==> src/rtl/pt_walker_pkg.sv <==
package pt_walker_pkg;

    localparam int VA_W      = 64;
    localparam int PA_W      = 32;
    localparam int PRES_BIT  = 0;
    localparam int LARGE_BIT = 7;

    typedef enum logic [1:0] {
        MODE_FLAT    = 2'd0,
        MODE_CLASSIC = 2'd1,
        MODE_EXT3    = 2'd2,
        MODE_LONG    = 2'd3
    } xlat_mode_e;

    typedef enum logic [1:0] {
        LV_TOP = 2'd0,
        LV_MID = 2'd1,
        LV_DIR = 2'd2,
        LV_TBL = 2'd3
    } walk_level_e;

    typedef enum logic [1:0] {
        PG_4K = 2'd0,
        PG_2M = 2'd1,
        PG_4M = 2'd2
    } pg_size_e;

    typedef enum logic [1:0] {
        ST_IDLE  = 2'd0,
        ST_ISSUE = 2'd1,
        ST_WAIT  = 2'd2,
        ST_REPLY = 2'd3
    } walk_state_e;

endpackage

==> src/rtl/pt_entry_addr.sv <==
module pt_entry_addr
    import pt_walker_pkg::*;
(
    input  xlat_mode_e  mode,
    input  walk_level_e level,
    input  logic [31:5] ptr,
    input  logic [47:12] va,
    input  logic [PA_W-1:0] mask,
    output logic [PA_W-1:0] addr
);

    logic [PA_W-1:0] page_base;
    logic [PA_W-1:0] raw;

    assign page_base = {ptr[31:12], 12'd0};

    always_comb begin
        unique case (level)
            LV_TOP: raw = page_base + {20'd0, va[47:39], 3'd0};
            LV_MID: begin
                if (mode == MODE_LONG)
                    raw = page_base + {20'd0, va[38:30], 3'd0};
                else
                    raw = {ptr[31:5], 5'd0} + {27'd0, va[31:30], 3'd0};
            end
            LV_DIR: begin
                if (mode == MODE_CLASSIC)
                    raw = page_base + {20'd0, va[31:22], 2'd0};
                else
                    raw = page_base + {20'd0, va[29:21], 3'd0};
            end
            LV_TBL: begin
                if (mode == MODE_CLASSIC)
                    raw = page_base + {20'd0, va[21:12], 2'd0};
                else
                    raw = page_base + {20'd0, va[20:12], 3'd0};
            end
            default: raw = '0;
        endcase
    end

    assign addr = raw & mask;

endmodule

==> src/rtl/pt_result.sv <==
module pt_result
    import pt_walker_pkg::*;
(
    input  pg_size_e        size,
    input  logic [31:12]    frame,
    input  logic [21:12]    va,
    input  logic [PA_W-1:0] mask,
    input  logic            mask_en,
    output logic [PA_W-1:0] paddr
);

    logic [PA_W-1:0] base;
    logic [PA_W-1:0] offs;

    always_comb begin
        unique case (size)
            PG_4K: begin
                base = {frame, 12'd0};
                offs = '0;
            end
            PG_2M: begin
                base = {frame[31:21], 21'd0};
                offs = {11'd0, va[20:12], 12'd0};
            end
            PG_4M: begin
                base = {frame[31:22], 22'd0};
                offs = {10'd0, va[21:12], 12'd0};
            end
            default: begin
                base = '0;
                offs = '0;
            end
        endcase
        if (mask_en)
            base = base & mask;
        paddr = base + offs;
    end

endmodule

==> src/rtl/pt_walker.sv <==
module pt_walker
    import pt_walker_pkg::*;
(
    input  logic            clk,
    input  logic            rst_n,
    input  logic            req_valid,
    output logic            req_ready,
    input  logic [VA_W-1:0] req_vaddr,
    input  logic [1:0]      req_mode,
    input  logic [PA_W-1:0] root_base,
    input  logic            large_en,
    input  logic [PA_W-1:0] addr_mask,
    output logic            rsp_valid,
    output logic            rsp_fault,
    output logic [PA_W-1:0] rsp_paddr,
    output logic            mem_req_valid,
    input  logic            mem_req_ready,
    output logic [PA_W-1:0] mem_req_addr,
    input  logic            mem_rsp_valid,
    input  logic [PA_W-1:0] mem_rsp_data
);

    walk_state_e  state_q, state_d;
    walk_level_e  level_q, level_d;
    xlat_mode_e   mode_q,  mode_d;
    pg_size_e     size_q,  size_d;
    logic [47:12] va_q,    va_d;
    logic [31:5]  ptr_q,   ptr_d;
    logic [31:12] frame_q, frame_d;
    logic [PA_W-1:0] mask_q, mask_d;
    logic         large_q, large_d;
    logic         fault_q, fault_d;

    logic            canonical;
    logic            mask_en;
    logic            leaf_large;
    logic [PA_W-1:0] fetch_addr;
    logic [PA_W-1:0] result;
    logic            unused_bits;

    assign canonical   = (&req_vaddr[63:47]) | ~(|req_vaddr[63:47]);
    assign mask_en     = (mode_q == MODE_FLAT) || (mode_q == MODE_CLASSIC);
    assign leaf_large  = mem_rsp_data[LARGE_BIT] &&
                         ((mode_q != MODE_CLASSIC) || large_q);
    assign unused_bits = ^{req_vaddr[11:0], mem_rsp_data[4:1]};

    pt_entry_addr u_addr (
        .mode  (mode_q),
        .level (level_q),
        .ptr   (ptr_q),
        .va    (va_q),
        .mask  (mask_q),
        .addr  (fetch_addr)
    );

    pt_result u_result (
        .size    (size_q),
        .frame   (frame_q),
        .va      (va_q[21:12]),
        .mask    (mask_q),
        .mask_en (mask_en),
        .paddr   (result)
    );

    always_comb begin
        state_d = state_q;
        level_d = level_q;
        mode_d  = mode_q;
        size_d  = size_q;
        va_d    = va_q;
        ptr_d   = ptr_q;
        frame_d = frame_q;
        mask_d  = mask_q;
        large_d = large_q;
        fault_d = fault_q;
        unique case (state_q)
            ST_IDLE: begin
                if (req_valid) begin
                    mode_d  = xlat_mode_e'(req_mode);
                    va_d    = req_vaddr[47:12];
                    ptr_d   = root_base[31:5];
                    frame_d = req_vaddr[31:12];
                    mask_d  = addr_mask;
                    large_d = large_en;
                    size_d  = PG_4K;
                    fault_d = 1'b0;
                    unique case (xlat_mode_e'(req_mode))
                        MODE_FLAT:    state_d = ST_REPLY;
                        MODE_CLASSIC: begin
                            level_d = LV_DIR;
                            state_d = ST_ISSUE;
                        end
                        MODE_EXT3: begin
                            level_d = LV_MID;
                            state_d = ST_ISSUE;
                        end
                        MODE_LONG: begin
                            if (canonical) begin
                                level_d = LV_TOP;
                                state_d = ST_ISSUE;
                            end else begin
                                fault_d = 1'b1;
                                state_d = ST_REPLY;
                            end
                        end
                        default: state_d = ST_REPLY;
                    endcase
                end
            end
            ST_ISSUE: begin
                if (mem_req_ready)
                    state_d = ST_WAIT;
            end
            ST_WAIT: begin
                if (mem_rsp_valid) begin
                    ptr_d   = mem_rsp_data[31:5];
                    frame_d = mem_rsp_data[31:12];
                    if (!mem_rsp_data[PRES_BIT]) begin
                        fault_d = 1'b1;
                        state_d = ST_REPLY;
                    end else begin
                        unique case (level_q)
                            LV_TOP: begin
                                level_d = LV_MID;
                                state_d = ST_ISSUE;
                            end
                            LV_MID: begin
                                level_d = LV_DIR;
                                state_d = ST_ISSUE;
                            end
                            LV_DIR: begin
                                if (leaf_large) begin
                                    size_d  = (mode_q == MODE_CLASSIC) ? PG_4M : PG_2M;
                                    state_d = ST_REPLY;
                                end else begin
                                    level_d = LV_TBL;
                                    state_d = ST_ISSUE;
                                end
                            end
                            LV_TBL: begin
                                size_d  = PG_4K;
                                state_d = ST_REPLY;
                            end
                            default: state_d = ST_REPLY;
                        endcase
                    end
                end
            end
            ST_REPLY: state_d = ST_IDLE;
            default:  state_d = ST_IDLE;
        endcase
    end

    always_ff @(posedge clk or negedge rst_n) begin
        if (!rst_n) begin
            state_q <= ST_IDLE;
            level_q <= LV_TOP;
            mode_q  <= MODE_FLAT;
            size_q  <= PG_4K;
            va_q    <= '0;
            ptr_q   <= '0;
            frame_q <= '0;
            mask_q  <= '1;
            large_q <= 1'b0;
            fault_q <= 1'b0;
        end else begin
            state_q <= state_d;
            level_q <= level_d;
            mode_q  <= mode_d;
            size_q  <= size_d;
            va_q    <= va_d;
            ptr_q   <= ptr_d;
            frame_q <= frame_d;
            mask_q  <= mask_d;
            large_q <= large_d;
            fault_q <= fault_d;
        end
    end

    always_comb begin
        req_ready     = (state_q == ST_IDLE);
        mem_req_valid = (state_q == ST_ISSUE);
        mem_req_addr  = (state_q == ST_ISSUE) ? fetch_addr : '0;
        rsp_valid     = (state_q == ST_REPLY);
        rsp_fault     = (state_q == ST_REPLY) && fault_q;
        rsp_paddr     = ((state_q == ST_REPLY) && !fault_q) ? result : '0;
    end

endmodule

==> config.mk <==
export PLATFORM = sky130hd
export DESIGN_NAME = pt_walker
export DESIGN_NICKNAME = d
export VERILOG_FILES = /design/src/rtl/pt_walker_pkg.sv /design/src/rtl/pt_entry_addr.sv /design/src/rtl/pt_result.sv /design/src/rtl/pt_walker.sv
export SDC_FILE = /design/constraint.sdc
export NUM_CORES = 1
export LEC_CHECK = 0
export BUFFER_PORTS_ARGS = -buffer_cell sky130_fd_sc_hd__buf_2
export CAP_MARGIN = 20
export CORE_ASPECT_RATIO = 1.4
export CORE_MARGIN = 2
export CORE_UTILIZATION = 53
export CTS_BUF_LIST = sky130_fd_sc_hd__clkbuf_4 sky130_fd_sc_hd__clkbuf_8
export DETAILED_ROUTE_END_ITERATION = 10
export GPL_TIMING_DRIVEN = 0
export PLACE_DENSITY = 0.93
export SLEW_MARGIN = 20
export SYNTH_ARGS = -nofsm -noshare
export SYNTH_HDL_FRONTEND = slang
export SYNTH_SLANG_ARGS = --single-unit
==> constraint.sdc <==
create_clock -name clk -period 4 [get_ports clk]
set_input_delay 0.8 -clock clk [delete_from_list [all_inputs] [get_ports clk]]
set_output_delay 0.8 -clock clk [all_outputs]
set_load 0.01 [all_outputs]
Yosys cells after proc, flatten, opt, wreduce, memory -nomap -nowiden
Index checks and enable logic that the tools add are counted.
{"block": "op_classes", "addsub": 8, "eq_ne": 25, "muxes": 45, "bitwise_logic": 4, "reduce_logical": 22}
{"cell": "$add A32 B12 Y32", "count": 6}
{"cell": "$mux W32", "count": 6}
{"cell": "$pmux W32 S4", "count": 1}
{"cell": "$pmux W32 S3", "count": 1}
{"cell": "$and A32 B32 Y32", "count": 2}
{"cell": "$mux W27", "count": 2}
{"cell": "$pmux W27 S2", "count": 1}
{"cell": "$pmux W22 S2", "count": 1}
{"cell": "$mux W20", "count": 2}
{"cell": "$pmux W20 S2", "count": 1}
{"cell": "$add A32 B22 Y32", "count": 1}
{"cell": "$add A32 B5 Y32", "count": 1}
{"cell": "$mux W2", "count": 16}
{"cell": "$pmux W2 S3", "count": 4}
{"cell": "$reduce_and A17 Y1", "count": 1}
{"cell": "$reduce_or A17 Y1", "count": 1}
{"cell": "$eq A2 B2 Y1 const B", "count": 8}
{"cell": "$pmux W2 S2", "count": 3}
{"cell": "$eq A2 B1 Y1 const B", "count": 5}
{"cell": "$logic_not A2 Y1", "count": 5}
{"cell": "$ne A3 B3 Y1 const B", "count": 3}
{"cell": "$ne A2 B2 Y1 const B", "count": 4}
{"cell": "$ne A4 B1 Y1 const B", "count": 2}
{"cell": "$pmux W2 S4", "count": 1}
{"cell": "other kinds (16)", "count": 26}
{"block": "totals", "ff_bits": 125, "input_bits": 168, "out_inout_bits": 68, "wordCells": 114}

Longest topological paths before layout
{"block": "depth", "depth_word": 8, "mapped_depth": 12, "ltp_nobuf": 12}

Modules after synthesis
A second synthesis with hierarchy kept.
{"block": "hier_totals", "cells_unflattened": 806, "area_unflattened_um2": 7936.4}
{"mod": "pt_walker", "n_inst": 1, "cells_per_inst": 532, "area_per_inst_um2": 5870.6, "seq_area_each_um2": 3168.0}
{"mod": "pt_result", "n_inst": 1, "cells_per_inst": 170, "area_per_inst_um2": 1300.0, "seq_area_each_um2": 0.0}
{"mod": "pt_entry_addr", "n_inst": 1, "cells_per_inst": 104, "area_per_inst_um2": 765.7, "seq_area_each_um2": 0.0}

Least setup slack after synthesis
No wires, ideal clock.
{"block": "synth_path", "path_kind": "reg2out", "from": "register mode_q[1]", "to": "output rsp_paddr[24]", "arrival_time_ns": 2.869, "required_time_ns": 3.200, "setup_slack_ns": 0.331, "stages_incl_launch_ff": 13, "path_buffers": 3, "cell_sequence": "dfrtp_1 > buf_6 > clkbuf_1 > clkbuf_1 > o211a_1 > ha_1 > fa_1 > a211oi_1 > o211ai_1 > a221oi_4 > nor3_1 > xor2_1 > nor2_1"}
{"block": "synth_via", "elab_chain_cells": 5, "elab_cells_between_ends": 6, "classes_between": "add/sub: 1; eq/ne: 1; mux: 2; reduce/logical: 2"}
{"element": "from (decl)", "line_no": "pt_walker.sv:25", "source": "xlat_mode_e mode_q, mode_d;"}
{"element": "from (signal assigned)", "line_no": "pt_walker.sv:169", "source": "mode_q <= mode_d;"}
{"element": "$eq A2 B1 Y1 / $logic_not A2 Y1 (equally long branches)", "line_no": "pt_walker.sv:42", "source": "assign mask_en = (mode_q == MODE_FLAT) || (mode_q == MODE_CLASSIC);"}
{"element": "$logic_or A1 B1 Y1 *", "line_no": "pt_walker.sv:42"}
{"element": "$mux W32 *", "line_no": "pt_result.sv:34", "source": "if (mask_en)"}
{"element": "$add A32 B22 Y32 *", "line_no": "pt_result.sv:36", "source": "paddr = base + offs;"}
{"element": "$mux W32 *", "line_no": "pt_walker.sv:186", "source": "rsp_paddr = ((state_q == ST_REPLY) && !fault_q) ? result : '0;"}
{"element": "to (decl)", "line_no": "pt_walker.sv:15", "source": "output logic [PA_W-1:0] rsp_paddr,"}
Every way passes the cells marked *; elsewhere a longest branch is shown, timed or not.

Final worst setup path
{"block": "layout_path", "from": "register size_q[1]", "to": "output rsp_paddr[26]"}
{"block": "layout_via", "elab_chain_cells": 6, "elab_cells_between_ends": 9, "classes_between": "add/sub: 1; eq/ne: 2; mux: 4; bitwise: 1; reduce/logical: 1"}
{"element": "from (decl)", "line_no": "pt_walker.sv:26", "source": "pg_size_e size_q, size_d;"}
{"element": "from (signal assigned)", "line_no": "pt_walker.sv:170", "source": "size_q <= size_d;"}
{"element": "$eq A2 B2 Y1 (tied with other cells)", "line_no": "pt_result.sv:16", "source": "unique case (size)"}
{"element": "$pmux W32 S3", "line_no": "pt_result.sv:16"}
{"element": "$and A32 B32 Y32", "line_no": "pt_result.sv:35", "source": "base = base & mask;"}
{"element": "$mux W32", "line_no": "pt_result.sv:34"}
{"element": "$add A32 B22 Y32 *", "line_no": "pt_result.sv:36"}
{"element": "$mux W32 *", "line_no": "pt_walker.sv:186"}
Marked as above.

==> flow_summary.yaml <==
outcome:
  status: "complete, but fails checks"
  violations: "negative setup slack"
worst_setup_path:
  startpoint: "size_q[1]"
  r2r-start: "level_q[0]"
  rrSetupSlack_ns: 1.49
  required_ns: 3.20
  r2r_end: "size_q[1]"
  crit_arrival_ns: 3.45
  start_kind: "flop"
  worstPathMaxFanout: 5
  reg2reg_depth: 8
  crit_type: "reg -> out"
  end_kind: "output pin"
synthesis:
  synthArstFlopShare: 1.00
  synth_edf_count: 0
  synthCells: 735
  synth_ff_type: "dfrtp_1"
  yosysSeqAreaShare: 0.429
  synthesis.area_sq_um: 7260
  avgSynthCellArea_sq_um: 9.87
  synth_seq_cells: 123
  ys_warn_count: 0
  synth.top_cell.area_share: 0.321
  synth_area_leaders: "dfrtp_1 32%, mux2_2 13%, dfstp_2 11%, o21ai_0 4.8%, a21oi_1 4.8%"
  synth_area_leader_cell: "dfrtp_1"
  yosys-top-cells-count: "93 x dfrtp_1, 86 x mux2_2, 76 x nand2_1"
  synth.distinct_cells: 55
  yosysMostFrequentCell: "dfrtp_1"
sta:
  clock.fmax_mhz: 235
  whs_ns: 0.339
  period_share: 1.06
  tightest_slew_ns: 0.747
  setup_viol: 9
  drv_slew: 0
  max-slew-margin-rel: 0.502
  rsz0062_at_grt: "true"
  final-hold-violation-count: 0
  fin_worst_skew_ns: 0.0115
  final.setup.worst_slack_ns: -0.253
  period_needed_ns: 4.25
placement:
  port_buffers: 198
  placed_area_sq_um: 8560
  post-place-cells: 1129
  place.gp.congestion: 0.916
  dp_hpwl_um: 17100
clock_network:
  clockBufferDepth: 2
  cts_sinks: 123
  tritoncts: "yes"
  htreeDepth: 4
  insertion_delay_ns: 0.45
  clockRootBuffer: "clkbuf_8"
  cts_buffers: 17
  cts_hold_buf: 0
  clk_pin_slew_ns: 0.08
floorplan:
  start_util: 0.542
  core_sq_um: 13400
  die_x_um: 103
  rows: 50
  dieHeight_um: 142
  boundaryPins: 236
  die_area_sq_um: 14700
layout:
  drive_gt1_frac: 0.439
  n_antenna_cell: 0
  final-instance-count-excl-fill: 1176
  nets: 1174
  design_area_sq_um: 9360
  fillCellCount: 989
  area_growth_pct: 29.0
job:
  cap_violations: 0
global_route:
  grt_pass1_vias: 7196
  use_met1: 0.367
  antenna_found_initial: 0
  grt_max_degree: 65
  met3_usage: 0.0678
  grt_pass1_wl_um: 36900
  busiest_layer: "met2"
  grt_util_all_layers: 0.332
  use_met2: 0.559
  grt_remaining_overflow: 0
routing:
  drt-total-wl_um: 24800
  drt_iter0_drc: 685
  drc: 0
  detail-route-antenna-nets: 0
  vias_per_cell: 6.16
  routedWlPerCell_um: 21.1
  num_vias: 7240
  firstDrtPassIters: 9
power_and_ir_drop:
  totalPowerFinal_uw: 7210
  p_per_area_nw_per_um2: 770
  p_leak_uw: 0.00444
  peakVddDrop_mv: 0.473
min_path:
  worst_hold_path_type: "in -> async"
cells by family after synthesis:
group / Yosys count / synth area share
buf+inv: 68 / 0.0459
xor+xnor: 18 / 0.0217
flops: 123 / 0.429
compound gates: 193 / 0.162
fa+ha+maj: 25 / 0.0441
mux: 94 / 0.144
simple gates: 213 / 0.152
other cells: 1 / 0.000517
critical path: stages, from the launching register on:
cell and delay [ns]:
dfrtp_2 0.44, inv_4 0.07, ha_4 0.16, o21a_4 0.22
buf_4 0.14, buf_4 0.15, and2_4 0.17, ha_4 0.30
o211ai_1 0.15, o211ai_1 0.32, a221oi_4 0.12, buf_12 0.16
nor3_2 0.21, xor2_1 0.18, nor2_1 0.06, buf_2 0.14
through the flow:
step | setup WS (ns) | setup TNS [ns] | utilization
floorplan | 0.331 | 0 | -
global placement | -0.193 | -0.930 | 0.637
detailed placement | -0.285 | -1.48 | 0.639
CTS | -0.228 | -1.19 | 0.691
global route | -0.332 | -2.44 | 0.699
finish | -0.253 | -1.35 | 0.699
cell usage in the layout, fill, tap and decap left out, types with 30 or more instances in the layout:
| cell | instances |
|---|---|
| and2_1 | 30 |
| mux2_2 | 86 |
| a21oi_1 | 66 |
| dfrtp_1 | 91 |
| dfstp_2 | 30 |
| o21ai_0 | 68 |
| buf_2 | 211 |
| nand2_1 | 76 |
| nor2_1 | 30 |
metal layers:
| metal | share of wire | up-vias |
|---|---|---|
| met5 | 0 | - |
| met4 | 0.085 | 0 |
| met3 | 0.089 | 177 |
| met2 | 0.50 | 567 |
| met1 | 0.33 | 3399 |
| li1 | - | 3097 |
sequential cells by signal (all words and copies together), names as in the netlist:
register  cells
va_q         36
fault_q       1
level_q       2
mask_q       30
size_q        2
large_q       1
state_q       2
frame_q      20
mode_q        2
ptr_q        27
how the worst max path moves through the flow:
stage,endpoint,slack (ns)
after floorplan,rsp_paddr[24],0.33
after global placement,rsp_paddr[24],-0.19
after detailed placement,rsp_paddr[28],-0.28
after CTS,rsp_paddr[28],-0.23
after global routing,rsp_paddr[26],-0.33
final,rsp_paddr[26],-0.25
final cells by class:
type | count | area [sq um] | share of cell area
clock inverter | 14 | 163 | 0.0174
tap | 182 | 228 | 0.0243
sequential | 123 | 3120 | 0.333
clock buffer | 18 | 248 | 0.0265
inverter | 9 | 38.8 | 0.00414
timing repair buffer | 217 | 1180 | 0.126
multi-input combinational | 557 | 4100 | 0.438
buffer | 56 | 288 | 0.0307
where the power goes:
| group | total, uW | switching (uW) | leakage [uW] | internal [uW] |
|---|---|---|---|---|
| registers | 2510 | 527 | 0.00144 | 1990 |
| clock network | 1160 | 581 | 0.000194 | 583 |
| logic | 3530 | 2000 | 0.00281 | 1530 |
timing repair:
action	4_1_cts	5_1_grt
gates resized for setup	33	16
setup buffers	12	7
setup endpoints to repair	16	12
pin swaps	15	19
Note: power is estimated with default switching activity, not from simulation.
